<file path="config.mk">
export PLATFORM = sky130hd
export DESIGN_NAME = spi_nor_seq
export DESIGN_NICKNAME = d
export VERILOG_FILES = /design/src/rtl/spi_nor_pkg.sv /design/src/rtl/spi_nor_opdecode.sv /design/src/rtl/spi_nor_cfgregs.sv /design/src/rtl/spi_nor_seq.sv
export SDC_FILE = /design/constraint.sdc
export NUM_CORES = 1
export LEC_CHECK = 0
export BUFFER_PORTS_ARGS = -buffer_cell sky130_fd_sc_hd__buf_4
export CORE_MARGIN = 3
export CORE_UTILIZATION = 53
export CTS_CLUSTER_DIAMETER = 120
export CTS_CLUSTER_SIZE = 8
export DETAILED_ROUTE_END_ITERATION = 10
export PLACE_DENSITY = 0.76
export RECOVER_POWER = 100
export SKIP_LAST_GASP = 1
export SLEW_MARGIN = 20
export SYNTH_ARGS = -nofsm -noshare
export SYNTH_HDL_FRONTEND = slang
export SYNTH_SLANG_ARGS = --single-unit
</file>
<file path="constraint.sdc">
create_clock -name clk -period 2.53 [get_ports clk]
set_clock_uncertainty 0.15 [all_clocks]
set_input_delay 0.253 -clock clk [delete_from_list [all_inputs] [get_ports clk]]
set_output_delay 0.253 -clock clk [all_outputs]
set_load 0.02 [all_outputs]
</file>
<file path="src/rtl/spi_nor_pkg.sv">
package spi_nor_pkg;

    localparam logic [7:0] OP_WREN  = 8'h06;
    localparam logic [7:0] OP_WRDI  = 8'h04;
    localparam logic [7:0] OP_RDSR  = 8'h05;
    localparam logic [7:0] OP_RDFSR = 8'h70;
    localparam logic [7:0] OP_RDID  = 8'h9F;
    localparam logic [7:0] OP_READ  = 8'h03;
    localparam logic [7:0] OP_FREAD = 8'h0B;
    localparam logic [7:0] OP_PP    = 8'h02;
    localparam logic [7:0] OP_SE    = 8'hD8;
    localparam logic [7:0] OP_SE4   = 8'hDC;
    localparam logic [7:0] OP_EN4   = 8'hB7;
    localparam logic [7:0] OP_EX4   = 8'hE9;
    localparam logic [7:0] OP_RDSEG = 8'hC8;
    localparam logic [7:0] OP_WRSEG = 8'hC5;
    localparam logic [7:0] OP_RDVC  = 8'h85;
    localparam logic [7:0] OP_WRVC  = 8'h81;
    localparam logic [7:0] OP_WRSC  = 8'h01;
    localparam logic [7:0] OP_RSTEN = 8'h66;
    localparam logic [7:0] OP_RST   = 8'h99;

    localparam int REG_BYTES = 6;
    localparam int REG_W     = 8 * REG_BYTES;

    typedef enum logic [2:0] {
        ST_IDLE, ST_COLLECT, ST_COLLECT_VAR, ST_REG_OUT, ST_PROGRAM, ST_READ
    } seq_state_e;

    typedef enum logic [1:0] {GO_NONE, GO_COLLECT, GO_VAR, GO_REGS} go_e;

    typedef enum logic [2:0] {
        ACT_NONE, ACT_READ, ACT_PROG, ACT_ERASE, ACT_SEG, ACT_VCFG, ACT_STATUS
    } act_e;

    typedef struct packed {
        go_e              go;
        act_e             act;
        logic [4:0]       need;
        logic [2:0]       keep;
        logic             a4;
        logic [2:0]       rlen;
        logic [REG_W-1:0] rbytes;
        logic             wel_set;
        logic             wel_clr;
        logic             a4_set;
        logic             a4_clr;
        logic             rsten_req;
        logic             sreset_req;
    } dec_t;

    function automatic logic [4:0] addr_bytes(input logic four);
        return four ? 5'd4 : 5'd3;
    endfunction

endpackage

</file>
<file path="src/rtl/spi_nor_opdecode.sv">
module spi_nor_opdecode
    import spi_nor_pkg::*;
#(
    parameter int               ID_LEN   = 3,
    parameter logic [REG_W-1:0] ID_BYTES = 48'h20BA19_000000
) (
    input  logic [7:0] op,
    input  logic       wel,
    input  logic       addr4,
    input  logic [7:0] seg,
    input  logic [7:0] vcfg,
    output dec_t       dec
);
    localparam logic [2:0] ID_N = 3'(ID_LEN);

    always_comb begin
        dec     = '0;
        dec.go  = GO_NONE;
        dec.act = ACT_NONE;
        dec.a4  = addr4;
        case (op)
            OP_WREN:  dec.wel_set = 1'b1;
            OP_WRDI:  dec.wel_clr = 1'b1;
            OP_EN4:   dec.a4_set  = 1'b1;
            OP_EX4:   dec.a4_clr  = 1'b1;
            OP_RSTEN: dec.rsten_req  = 1'b1;
            OP_RST:   dec.sreset_req = 1'b1;
            OP_RDSR: begin
                dec.go = GO_REGS; dec.rlen = 3'd1;
                dec.rbytes = {6'b0, wel, 1'b0, 40'b0};
            end
            OP_RDFSR: begin
                dec.go = GO_REGS; dec.rlen = 3'd1;
                dec.rbytes = {1'b1, 6'b0, addr4, 40'b0};
            end
            OP_RDID: begin
                dec.go = GO_REGS; dec.rlen = ID_N; dec.rbytes = ID_BYTES;
            end
            OP_RDSEG: begin
                dec.go = GO_REGS; dec.rlen = 3'd1; dec.rbytes = {seg, 40'b0};
            end
            OP_RDVC: begin
                dec.go = GO_REGS; dec.rlen = 3'd1; dec.rbytes = {vcfg, 40'b0};
            end
            OP_READ: begin
                dec.go = GO_COLLECT; dec.act = ACT_READ;
                dec.need = addr_bytes(addr4); dec.keep = addr_bytes(addr4)[2:0];
            end
            OP_FREAD: begin
                dec.go = GO_COLLECT; dec.act = ACT_READ;
                dec.need = addr_bytes(addr4) + {1'b0, vcfg[7:4]};
                dec.keep = addr_bytes(addr4)[2:0];
            end
            OP_PP: if (wel) begin
                dec.go = GO_COLLECT; dec.act = ACT_PROG;
                dec.need = addr_bytes(addr4); dec.keep = addr_bytes(addr4)[2:0];
            end
            OP_SE: if (wel) begin
                dec.go = GO_COLLECT; dec.act = ACT_ERASE;
                dec.need = addr_bytes(addr4); dec.keep = addr_bytes(addr4)[2:0];
            end
            OP_SE4: if (wel) begin
                dec.go = GO_COLLECT; dec.act = ACT_ERASE; dec.a4 = 1'b1;
                dec.need = 5'd4; dec.keep = 3'd4;
            end
            OP_WRSEG: if (wel) begin
                dec.go = GO_COLLECT; dec.act = ACT_SEG; dec.need = 5'd1; dec.keep = 3'd1;
            end
            OP_WRVC: if (wel) begin
                dec.go = GO_COLLECT; dec.act = ACT_VCFG; dec.need = 5'd1; dec.keep = 3'd1;
            end
            OP_WRSC: if (wel) begin
                dec.go = GO_VAR; dec.act = ACT_STATUS; dec.need = 5'd2; dec.keep = 3'd2;
            end
            default: ;
        endcase
    end
endmodule

</file>
<file path="src/rtl/spi_nor_cfgregs.sv">
module spi_nor_cfgregs
    import spi_nor_pkg::*;
#(
    parameter logic [7:0] VCFG_RST = 8'h8B
) (
    input  logic       clk,
    input  logic       rst,
    input  logic       op_fire,
    input  dec_t       dec,
    input  logic       seg_we,
    input  logic [7:0] seg_d,
    input  logic       vcfg_we,
    input  logic [7:0] vcfg_d,
    input  logic       a4_we,
    input  logic       a4_d,
    output logic       wel,
    output logic       addr4,
    output logic [7:0] seg,
    output logic [7:0] vcfg
);
    logic rst_en;
    logic soft_rst;

    assign soft_rst = op_fire && dec.sreset_req && rst_en;

    always_ff @(posedge clk) begin
        if (rst || soft_rst) begin
            wel    <= 1'b0;
            addr4  <= 1'b0;
            seg    <= '0;
            vcfg   <= VCFG_RST;
            rst_en <= 1'b0;
        end else begin
            if (op_fire) begin
                rst_en <= dec.rsten_req;
                if (dec.wel_set) wel <= 1'b1;
                if (dec.wel_clr) wel <= 1'b0;
                if (dec.a4_set)  addr4 <= 1'b1;
                if (dec.a4_clr)  addr4 <= 1'b0;
            end
            if (seg_we)  seg   <= seg_d;
            if (vcfg_we) vcfg  <= vcfg_d;
            if (a4_we)   addr4 <= a4_d;
        end
    end

    // the segment register only moves when write enable was set, or back to zero by reset
    a_r4_seg_guarded: assert property (@(posedge clk) disable iff (rst)
        (seg != $past(seg)) |-> ($past(wel) || seg == 8'h00));
endmodule

</file>
<file path="src/rtl/spi_nor_seq.sv">
module spi_nor_seq
    import spi_nor_pkg::*;
#(
    parameter int               SIZE_LOG2 = 25,
    parameter int               ID_LEN    = 3,
    parameter logic [REG_W-1:0] ID_BYTES  = 48'h20BA19_000000,
    parameter logic [7:0]       VCFG_RST  = 8'h8B
) (
    input  logic                 clk,
    input  logic                 rst,
    input  logic                 cs_active,
    input  logic                 rx_valid,
    input  logic [7:0]           rx_byte,
    output logic [7:0]           tx_byte,
    output logic [SIZE_LOG2-1:0] mem_addr,
    input  logic [7:0]           mem_rdata,
    output logic                 prog_valid,
    output logic [7:0]           prog_data,
    output logic                 erase_valid,
    output logic [SIZE_LOG2-1:0] erase_addr
);
    localparam int AW = SIZE_LOG2;

    seq_state_e       state;
    logic             used;
    logic [4:0]       cnt, need;
    logic [2:0]       keep;
    act_e             act;
    logic             cmd_a4;
    logic [31:0]      addr_sh;
    logic [AW-1:0]    cur_addr;
    logic [REG_W-1:0] rbuf;
    logic [2:0]       rlen, rpos;

    logic       wel, addr4;
    logic [7:0] seg, vcfg;
    dec_t       dec;

    logic        strobe, last, op_fire;
    logic [31:0] sh_in, eff32;
    logic        seg_we, vcfg_we, a4_we, a4_d;
    logic [7:0]  seg_d, vcfg_d;

    spi_nor_opdecode #(.ID_LEN(ID_LEN), .ID_BYTES(ID_BYTES)) u_dec (
        .op(rx_byte), .wel(wel), .addr4(addr4), .seg(seg), .vcfg(vcfg), .dec(dec)
    );

    spi_nor_cfgregs #(.VCFG_RST(VCFG_RST)) u_regs (
        .clk(clk), .rst(rst), .op_fire(op_fire), .dec(dec),
        .seg_we(seg_we), .seg_d(seg_d), .vcfg_we(vcfg_we), .vcfg_d(vcfg_d),
        .a4_we(a4_we), .a4_d(a4_d),
        .wel(wel), .addr4(addr4), .seg(seg), .vcfg(vcfg)
    );

    assign strobe  = cs_active && rx_valid;
    assign last    = (cnt + 5'd1) == need;
    assign op_fire = strobe && state == ST_IDLE && !used;
    assign sh_in   = ({2'b0, cnt} < {2'b0, keep}) ? {addr_sh[23:0], rx_byte} : addr_sh;
    assign eff32   = cmd_a4 ? sh_in : {seg, sh_in[23:0]};

    assign erase_addr  = eff32[AW-1:0];
    assign erase_valid = strobe && state == ST_COLLECT && last && act == ACT_ERASE;
    assign prog_valid  = strobe && state == ST_PROGRAM;
    assign prog_data   = rx_byte;
    assign mem_addr    = cur_addr;

    always_comb begin
        case (state)
            ST_READ:    tx_byte = mem_rdata;
            ST_REG_OUT: tx_byte = rbuf[REG_W-1 -: 8];
            default:    tx_byte = 8'h00;
        endcase
    end

    always_comb begin
        seg_we = 1'b0; seg_d = rx_byte;
        vcfg_we = 1'b0; vcfg_d = rx_byte;
        a4_we = 1'b0; a4_d = rx_byte[5];
        if (!cs_active) begin
            if (state == ST_COLLECT_VAR && cnt != 5'd0) begin
                vcfg_we = 1'b1;
                vcfg_d  = addr_sh[7:0];
            end
        end else if (rx_valid && last) begin
            if (state == ST_COLLECT) begin
                seg_we  = (act == ACT_SEG);
                vcfg_we = (act == ACT_VCFG);
            end else if (state == ST_COLLECT_VAR) begin
                vcfg_we = 1'b1;
                vcfg_d  = addr_sh[7:0];
                a4_we   = 1'b1;
            end
        end
    end

    always_ff @(posedge clk) begin
        if (rst) begin
            state <= ST_IDLE; used <= 1'b0; cnt <= '0; need <= '0; keep <= '0;
            act <= ACT_NONE; cmd_a4 <= 1'b0; addr_sh <= '0; cur_addr <= '0;
            rbuf <= '0; rlen <= '0; rpos <= '0;
        end else if (!cs_active) begin
            state <= ST_IDLE;
            used  <= 1'b0;
            cnt   <= '0;
        end else if (rx_valid) begin
            case (state)
                ST_IDLE: if (!used) begin
                    cnt <= '0; need <= dec.need; keep <= dec.keep;
                    act <= dec.act; cmd_a4 <= dec.a4; addr_sh <= '0;
                    case (dec.go)
                        GO_COLLECT: state <= ST_COLLECT;
                        GO_VAR:     state <= ST_COLLECT_VAR;
                        GO_REGS: begin
                            rbuf <= dec.rbytes; rlen <= dec.rlen; rpos <= '0;
                            if (dec.rlen == 3'd0) used <= 1'b1;
                            else                  state <= ST_REG_OUT;
                        end
                        default: used <= 1'b1;
                    endcase
                end
                ST_COLLECT, ST_COLLECT_VAR: begin
                    addr_sh <= sh_in;
                    cnt     <= cnt + 5'd1;
                    if (last) begin
                        if (state == ST_COLLECT && act == ACT_READ) begin
                            state <= ST_READ; cur_addr <= eff32[AW-1:0];
                        end else if (state == ST_COLLECT && act == ACT_PROG) begin
                            state <= ST_PROGRAM; cur_addr <= eff32[AW-1:0];
                        end else begin
                            state <= ST_IDLE; used <= 1'b1;
                        end
                    end
                end
                ST_REG_OUT: begin
                    rbuf <= rbuf << 8;
                    rpos <= rpos + 3'd1;
                    if (rpos + 3'd1 == rlen) begin
                        state <= ST_IDLE; used <= 1'b1;
                    end
                end
                default: cur_addr <= cur_addr + 1'b1;
            endcase
        end
    end

    // a dropped chip select always lands in idle
    a_r12_deselect_idle: assert property (@(posedge clk) disable iff (rst)
        !cs_active |=> state == ST_IDLE);
    // no program pulse without the write-enable latch
    a_r11_prog_needs_wel: assert property (@(posedge clk) disable iff (rst)
        prog_valid |-> wel);
    // no erase pulse without the write-enable latch
    a_r10_erase_needs_wel: assert property (@(posedge clk) disable iff (rst)
        erase_valid |-> wel);
    // each read strobe steps the address by one, wrapping at the size
    a_r5_read_step: assert property (@(posedge clk) disable iff (rst)
        (state == ST_READ && strobe) |=> mem_addr == $past(mem_addr) + 1'b1);
endmodule

</file>
**Yosys cells after proc, flatten, opt, wreduce, memory -nomap -nowiden**

Index checks and enable logic that the tools add are counted.

- Add/sub/neg operators: 4
- Magnitude comparators: 1
- Eq/ne operators: 43
- Muxes and demuxes: 72
- Bitwise operators: 3
- Reductions and logical operators: 40

Operators by type and width:

| operator | number |
|---|---|
| $pmux W50 S5 | 1 |
| $mux W25 | 4 |
| $mux W48 | 2 |
| $pmux W48 S2 | 1 |
| $pmux W11 S8 | 1 |
| $eq A8 B8 Y1 const B | 10 |
| $mux W32 | 2 |
| $pmux W32 S2 | 1 |
| $pmux W25 S2 | 1 |
| $mux W12 | 4 |
| $mux W8 | 5 |
| $mux W1 | 30 |
| $mux W3 | 9 |
| $mux W13 | 2 |
| $add A25 B1 Y25 const B | 1 |
| $eq A8 B3 Y1 const B | 3 |
| $pmux W3 S3 | 2 |
| $eq A8 B2 Y1 const B | 2 |
| $eq A8 B7 Y1 const B | 2 |
| $pmux W2 S8 | 1 |
| $pmux W8 S2 | 1 |
| $reduce_and A5 Y1 | 3 |
| $logic_and A1 B1 Y1 | 13 |
| $eq A3 B2 Y1 const B | 4 |
| 35 further kinds | 58 |

- Bits in registers: 151
- Bits of input ports: 20
- Output and inout port bits: 68
- Logic and storage cells: 180

**Depth between registers and ports, before layout**

- Depth in word-level cells: 8
- Depth in mapped cells: 12
- Gate-level depth less buffers: 11

**Cells and area by module**

Synthesis repeated with hierarchy kept, for this count alone.

- Cell total of the unflattened synthesis: 1,055
- Area total of the unflattened synthesis: 8,549.4 µm²

By module, submodules not included:

| module | times used | cells each | area each (µm²) | sequential area each (µm²) |
|---|---|---|---|---|
| spi_nor_seq | 1 | 851 | 6,870.3 | 2,502.4 |
| spi_nor_opdecode | 1 | 139 | 968.4 | 0.0 |
| spi_nor_cfgregs | 1 | 65 | 710.7 | 380.4 |

**Worst setup path after synthesis**

No wires, ideal clock.

- Kind: in2reg
- Start point: input port rx_byte[1]
- End point: register state[1]
- Library setup time: 0.071 ns
- Arrival time: 2.380 ns
- Data required time: 2.309 ns
- Path slack: -0.071 ns
- Stages on the path: 11
- Path buffers: 1
- Path through: clkbuf_1 or3b_2 nor3_1 o21ai_1 nand2_1 nor3_1 ha_1 nand4_1 o221ai_1 or3b_1 a21oi_1

- Cells in the longest elaborated chain, start to end: 7
- Elaborated cells between the ends (all ways): 27
- Those cells by class: eq/ne: 18; mux: 5; reduce/logical: 4

RTL lines:

| what | RTL line | text |
|---|---|---|
| from (decl) | spi_nor_seq.sv:13 | `input logic [7:0] rx_byte,` |
| $eq A8 B3 Y1 (tied with other cells) | spi_nor_opdecode.sv:21 | `case (op)` |
| $reduce_or A5 Y1 (no source line) or $reduce_or A2 Y1 (tied branches) | n/a |  |
| $pmux W2 S8 | spi_nor_opdecode.sv:21 |  |
| $eq A2 B2 Y1 or $eq A2 B1 Y1 (tied branches) | spi_nor_seq.sv:110 | `case (dec.go)` |
| $pmux W3 S3 | spi_nor_seq.sv:110 |  |
| $mux W3 | spi_nor_seq.sv:107 | `ST_IDLE: if (!used) begin` |
| $pmux W3 S3 | spi_nor_seq.sv:106 | `case (state)` |
| to (signal assigned) | spi_nor_seq.sv:111 | `GO_COLLECT: state <= ST_COLLECT;` |
| to (signal assigned) | spi_nor_seq.sv:112 | `GO_VAR: state <= ST_COLLECT_VAR;` |
| to (signal assigned) | spi_nor_seq.sv:116 | `else state <= ST_REG_OUT;` |
| to (decl) | spi_nor_seq.sv:24 | `seq_state_e state;` |

Parallel ways exist; a longest one is shown, timed or not. The select of a mux whose other input is x is not followed.
A chain may end at the register's enable or synchronous reset.

**Worst setup path after layout**

- Start point: register keep[2]
- End point: output port erase_addr[1]

- Cells in the longest elaborated chain, start to end: 3

RTL lines:

| what | RTL line | text |
|---|---|---|
| from (decl) | spi_nor_seq.sv:27 | `logic [2:0] keep;` |
| from (signal assigned) | spi_nor_seq.sv:98 | `state <= ST_IDLE; used <= 1'b0; cnt <= '0; need <= '0; keep <= '0;` |
| from (signal assigned) | spi_nor_seq.sv:108 | `cnt <= '0; need <= dec.need; keep <= dec.keep;` |
| $lt A5 B3 Y1 | spi_nor_seq.sv:58 | `assign sh_in = ({2'b0, cnt} < {2'b0, keep}) ? {addr_sh[23:0], rx_byte} : addr_sh;` |
| $mux W32 | spi_nor_seq.sv:58 |  |
| $mux W25 | spi_nor_seq.sv:59 | `assign eff32 = cmd_a4 ? sh_in : {seg, sh_in[23:0]};` |
| to (decl) | spi_nor_seq.sv:20 | `output logic [SIZE_LOG2-1:0] erase_addr` |

Every way passes these cells.

==> run_summary.xml <==
<?xml version="1.0" encoding="UTF-8"?>
<metrics>
  <group name="logic_synthesis">
    <metric name="yosysUniqueCellTypes" unit="">76</metric>
    <metric name="postSynth.asyncResetShare" unit="">0</metric>
    <metric name="syn_avg_cell_area" unit="um2">7.70</metric>
    <metric name="ys_warn_count" unit="">0</metric>
    <metric name="postSynthRegisterBits" unit="">106</metric>
    <metric name="synth_ff_type" unit="">sky130_fd_sc_hd__dfxtp_1</metric>
    <metric name="synthesis.nets" unit="">887</metric>
    <metric name="syn-cell-area" unit="um2">6590</metric>
    <metric name="synth_seq_area_share" unit="">0.322</metric>
    <metric name="synthCells" unit="">856</metric>
    <metric name="synth_enable_flop_cells" unit="">0</metric>
  </group>
  <group name="cts">
    <metric name="worstSkewPairLatency" unit="ns">0.36</metric>
    <metric name="clock_tree.buffer_depth" unit="">2</metric>
    <metric name="ctsRootBufferMaster" unit="">sky130_fd_sc_hd__clkbuf_16</metric>
    <metric name="clkTransAtPathRegs" unit="ns">0.07</metric>
    <metric name="cts.hold.buffers_added" unit="">0</metric>
    <metric name="tritoncts.num_buffers" unit="">9</metric>
    <metric name="htreeDepth" unit="">3</metric>
    <metric name="cts_tree" unit="">done</metric>
    <metric name="cts.sinks" unit="">106</metric>
  </group>
  <group name="layout">
    <metric name="layout_commonest_cell" unit="">sky130_fd_sc_hd__buf_4</metric>
    <metric name="finalNetCount" unit="">1025</metric>
    <metric name="layout-drive-gt1-share" unit="">0.228</metric>
    <metric name="area_growth_syn_to_layout" unit="%">27.2</metric>
    <metric name="layout_common_cells" unit="">130 x sky130_fd_sc_hd__buf_4, 107 x sky130_fd_sc_hd__nand2_1, 100 x sky130_fd_sc_hd__dfxtp_1, 80 x sky130_fd_sc_hd__nor2_1, 73 x sky130_fd_sc_hd__a21oi_1</metric>
    <metric name="antenna_cell_count" unit="">0</metric>
    <metric name="layout.core_utilization" unit="">0.695</metric>
    <metric name="post-route-cell-area" unit="um2">8390</metric>
  </group>
  <group name="pwr">
    <metric name="pwr-share-seq" unit="">0.480</metric>
    <metric name="ir_drop" unit="V">0.000418</metric>
    <metric name="logic_pwr_share" unit="">0.132</metric>
    <metric name="p_sw" unit="uW">937</metric>
    <metric name="p_per_cell_area" unit="nW/um2">418</metric>
    <metric name="netSwitchingFraction" unit="">0.267</metric>
    <metric name="leakage" unit="uW">0.00321</metric>
    <metric name="share_clk_of_total_power" unit="">0.388</metric>
    <metric name="intPower" unit="uW">2570</metric>
    <metric name="power" unit="uW">3510</metric>
  </group>
  <group name="worst_setup_path">
    <metric name="regToRegEndpoint" unit="">addr_sh[6]</metric>
    <metric name="timing.critical_path.from_type" unit="">flop</metric>
    <metric name="critical_path_peak_fanout" unit="">7</metric>
    <metric name="cp_cell_sequence" unit="">inv_2 -&gt; ha_2 -&gt; or3_4 -&gt; a21o_4 -&gt; buf_12 -&gt; buf_16 -&gt; mux2_4 -&gt; buf_6</metric>
    <metric name="kind_of_capture_point_of_the_worst_setup_path" unit="">primary output</metric>
    <metric name="r2r-start" unit="">keep[2]</metric>
    <metric name="worst-r2r-setup-slack" unit="ns">-0.04</metric>
    <metric name="critical_path.slowest_cell" unit="">sky130_fd_sc_hd__or3_4</metric>
    <metric name="worst-endpoint-required" unit="ns">2.13</metric>
    <metric name="critPathArrivalTime" unit="ns">2.23</metric>
    <metric name="cp_num_buf_inv" unit="">4</metric>
    <metric name="critical-path-top-delay-family" unit="">buffers and inverters</metric>
    <metric name="slowest_stage_delay_cp" unit="ns">0.36</metric>
    <metric name="worstRegToRegCells" unit="">11</metric>
    <metric name="critical_setup_path_kind" unit="">flop to primary output</metric>
  </group>
  <group name="routing">
    <metric name="postRouteWirelength" unit="mm">22.1</metric>
    <metric name="met2_wirelength" unit="mm">9.89</metric>
    <metric name="detail_route.iter0.violations" unit="">867</metric>
    <metric name="detailroute.wirelength.met3" unit="mm">1.96</metric>
    <metric name="route.vias.total" unit="">7254</metric>
    <metric name="route.detailed.wl_per_inst" unit="um">18.9</metric>
    <metric name="detail-route-antenna-nets" unit="">0</metric>
    <metric name="detail_route.vias_per_cell" unit="">6.22</metric>
    <metric name="detailedRoute.firstPassIterationCount" unit="">5</metric>
    <metric name="top_signal_layer_used" unit="">met5</metric>
    <metric name="wl_met1" unit="mm">9.59</metric>
    <metric name="post_detailed_route_drc_marker_count" unit="">0</metric>
  </group>
  <group name="sta">
    <metric name="relSlewSlack" unit="">0.392</metric>
    <metric name="worstMarginPinSlew" unit="ns">0.906</metric>
    <metric name="final_critical_path_setup_slack" unit="ns">-0.105</metric>
    <metric name="timing.final.max_slew_violations" unit="">0</metric>
    <metric name="maxClockFrequency" unit="MHz">379</metric>
    <metric name="sum_neg_setup_slack" unit="ns">-1.07</metric>
    <metric name="period_needed" unit="ns">2.64</metric>
    <metric name="fin_crit_sh" unit="">1.04</metric>
    <metric name="timing_hold_violations_final" unit="">0</metric>
    <metric name="rsz_0062_raised_after_global_routing" unit="">yes</metric>
    <metric name="finalSetupViolations" unit="">24</metric>
  </group>
  <group name="outcome">
    <metric name="outcome" unit="">complete, but fails checks</metric>
    <metric name="violations_in_the_final_reports" unit="">negative setup slack</metric>
  </group>
  <group name="floorplanning">
    <metric name="num_rows" unit="">40</metric>
    <metric name="die_w" unit="um">118</metric>
    <metric name="core_area" unit="um2">12100</metric>
    <metric name="chipHeight" unit="um">118</metric>
    <metric name="die-area" unit="um2">13800</metric>
    <metric name="start_util" unit="">0.547</metric>
    <metric name="boundaryPins" unit="">88</metric>
  </group>
  <group name="global_route">
    <metric name="grt_max_degree" unit="">61</metric>
    <metric name="number_of_antenna_violations_at_the_first_check_in_global_routing" unit="">1</metric>
    <metric name="grt.overflow.total" unit="">0</metric>
    <metric name="vias_in_the_first_global_route" unit="">6544</metric>
    <metric name="grt_util_all_layers" unit="">0.303</metric>
    <metric name="grt_first_pass_wirelength" unit="mm">34.3</metric>
  </group>
  <group name="flow_run">
    <metric name="drv.max_cap_violation_count" unit="">0</metric>
  </group>
  <group name="placement">
    <metric name="gp_congestion" unit="">1.00</metric>
    <metric name="placed_cell_area" unit="um2">7860</metric>
    <metric name="port_buffers" unit="">87</metric>
    <metric name="dp_slack" unit="ns">-0.162</metric>
    <metric name="place_hpwl" unit="mm">15.6</metric>
  </group>
  <group name="min_path">
    <metric name="worstHoldPathType" unit="">input port to flop</metric>
    <metric name="worstHoldStart" unit="">rx_byte[2]</metric>
    <metric name="min_to" unit="">u_regs.seg[2]</metric>
    <metric name="min_delay_path_depth" unit="">3</metric>
  </group>
</metrics>
## state kept, by name, summed over array words and instances, names as in the netlist, 5 cells and up
register,flops
cnt,5
need,5
u_regs.vcfg,8
rbuf,11
mem_addr,25
u_regs.seg,8
addr_sh,25
## logic make-up (layout without fill, tap and decap cells)
logic type,Yosys count,in the layout,share of synthesized area
flops,106,106,0.322
fa+ha+maj,11,11,0.0220
mux,51,51,0.0816
xor+xnor,14,14,0.0186
buf+inv,87,229,0.0585
simple gates,353,353,0.269
compound gates,234,234,0.229
## what timing repair did
item	in CTS	in global routing
gates resized for setup	26	25
endpoints found under the setup margin	22	46
gates cloned	2	1
pin swaps	2	4
setup buffers	10	6
## power by group through the flow
stage               Combinational (uW)  Sequential, uW  Clock, uW
finish                             462            1680       1360
global route                       488            1690       1420
detailed placement                 391            1720          0
global placement                   388            1720          0
CTS                                437            1680       1380
floorplan                          230            1720          0
## final cells by class
cell class	count	area [um2]
clock buffer	10	239
clock inverter	5	40.0
fill	1002	3680
inverter	21	78.8
multi-input combinational	663	4210
sequential	106	2130
tap	168	210
timing repair buffer	193	1470
## per-stage QoR
step,cells,hold WS (ns)
after detailed placement,1132,0.300
final,1166,0.0685
after global placement,1132,0.293
after global routing,1166,0.146
after floorplan,856,0.277
after CTS,1159,0.0704
## cell usage after synthesis (6+ instances only)
master	number	area [um2]
sky130_fd_sc_hd__nor2b_1	18	113
sky130_fd_sc_hd__dfxtp_1	106	2120
sky130_fd_sc_hd__o21ai_0	38	190
sky130_fd_sc_hd__a21oi_1	73	365
sky130_fd_sc_hd__and3_1	10	62.6
sky130_fd_sc_hd__nand3_1	25	125
sky130_fd_sc_hd__nor3b_1	6	45.0
sky130_fd_sc_hd__buf_4	9	67.6
sky130_fd_sc_hd__inv_1	20	75.1
sky130_fd_sc_hd__mux2_2	22	248
sky130_fd_sc_hd__mux2i_1	29	290
sky130_fd_sc_hd__clkbuf_1	40	150
sky130_fd_sc_hd__and2_1	12	75.1
sky130_fd_sc_hd__buf_2	14	70.1
sky130_fd_sc_hd__o21ai_1	12	60.1
sky130_fd_sc_hd__ha_1	10	125
sky130_fd_sc_hd__a22oi_1	21	158
sky130_fd_sc_hd__xnor2_1	10	87.6
sky130_fd_sc_hd__a21o_1	7	52.6
sky130_fd_sc_hd__nand2b_1	7	43.8
sky130_fd_sc_hd__a31oi_1	14	87.6
sky130_fd_sc_hd__nand2_1	107	402
sky130_fd_sc_hd__nor3_1	31	155
sky130_fd_sc_hd__o31ai_1	6	45.0
sky130_fd_sc_hd__nor4_1	10	62.6
sky130_fd_sc_hd__nand4_1	10	62.6
sky130_fd_sc_hd__nor2_1	81	304
## how the worst max path moves through the flow
stage                from             end  slack, ns  cells past startpoint
6_report          keep[2]   erase_addr[1]      -0.11                      8
5_1_grt           keep[2]   erase_addr[6]      -0.14                      8
4_1_cts           keep[2]  erase_addr[24]      -0.09                      8
3_5_place_dp   rx_byte[4]        state[1]      -0.16                     11
3_3_place_gp   rx_byte[4]        state[1]      -0.10                     11
2_1_floorplan  rx_byte[5]        state[1]       0.01                     11
## worst min-delay path, cell delays in order
cell                      delay (ns)
sky130_fd_sc_hd__buf_4          0.14
sky130_fd_sc_hd__mux2i_1        0.07
sky130_fd_sc_hd__nor2_1         0.07
## routing by layer
metal  global-route usage  up-vias
li1                     -     3380
met1                0.428     3442
met2                0.456      371
met3               0.0706       59
met4                0.108        2
met5                    0        -
Power figures use the tool's default switching activity.
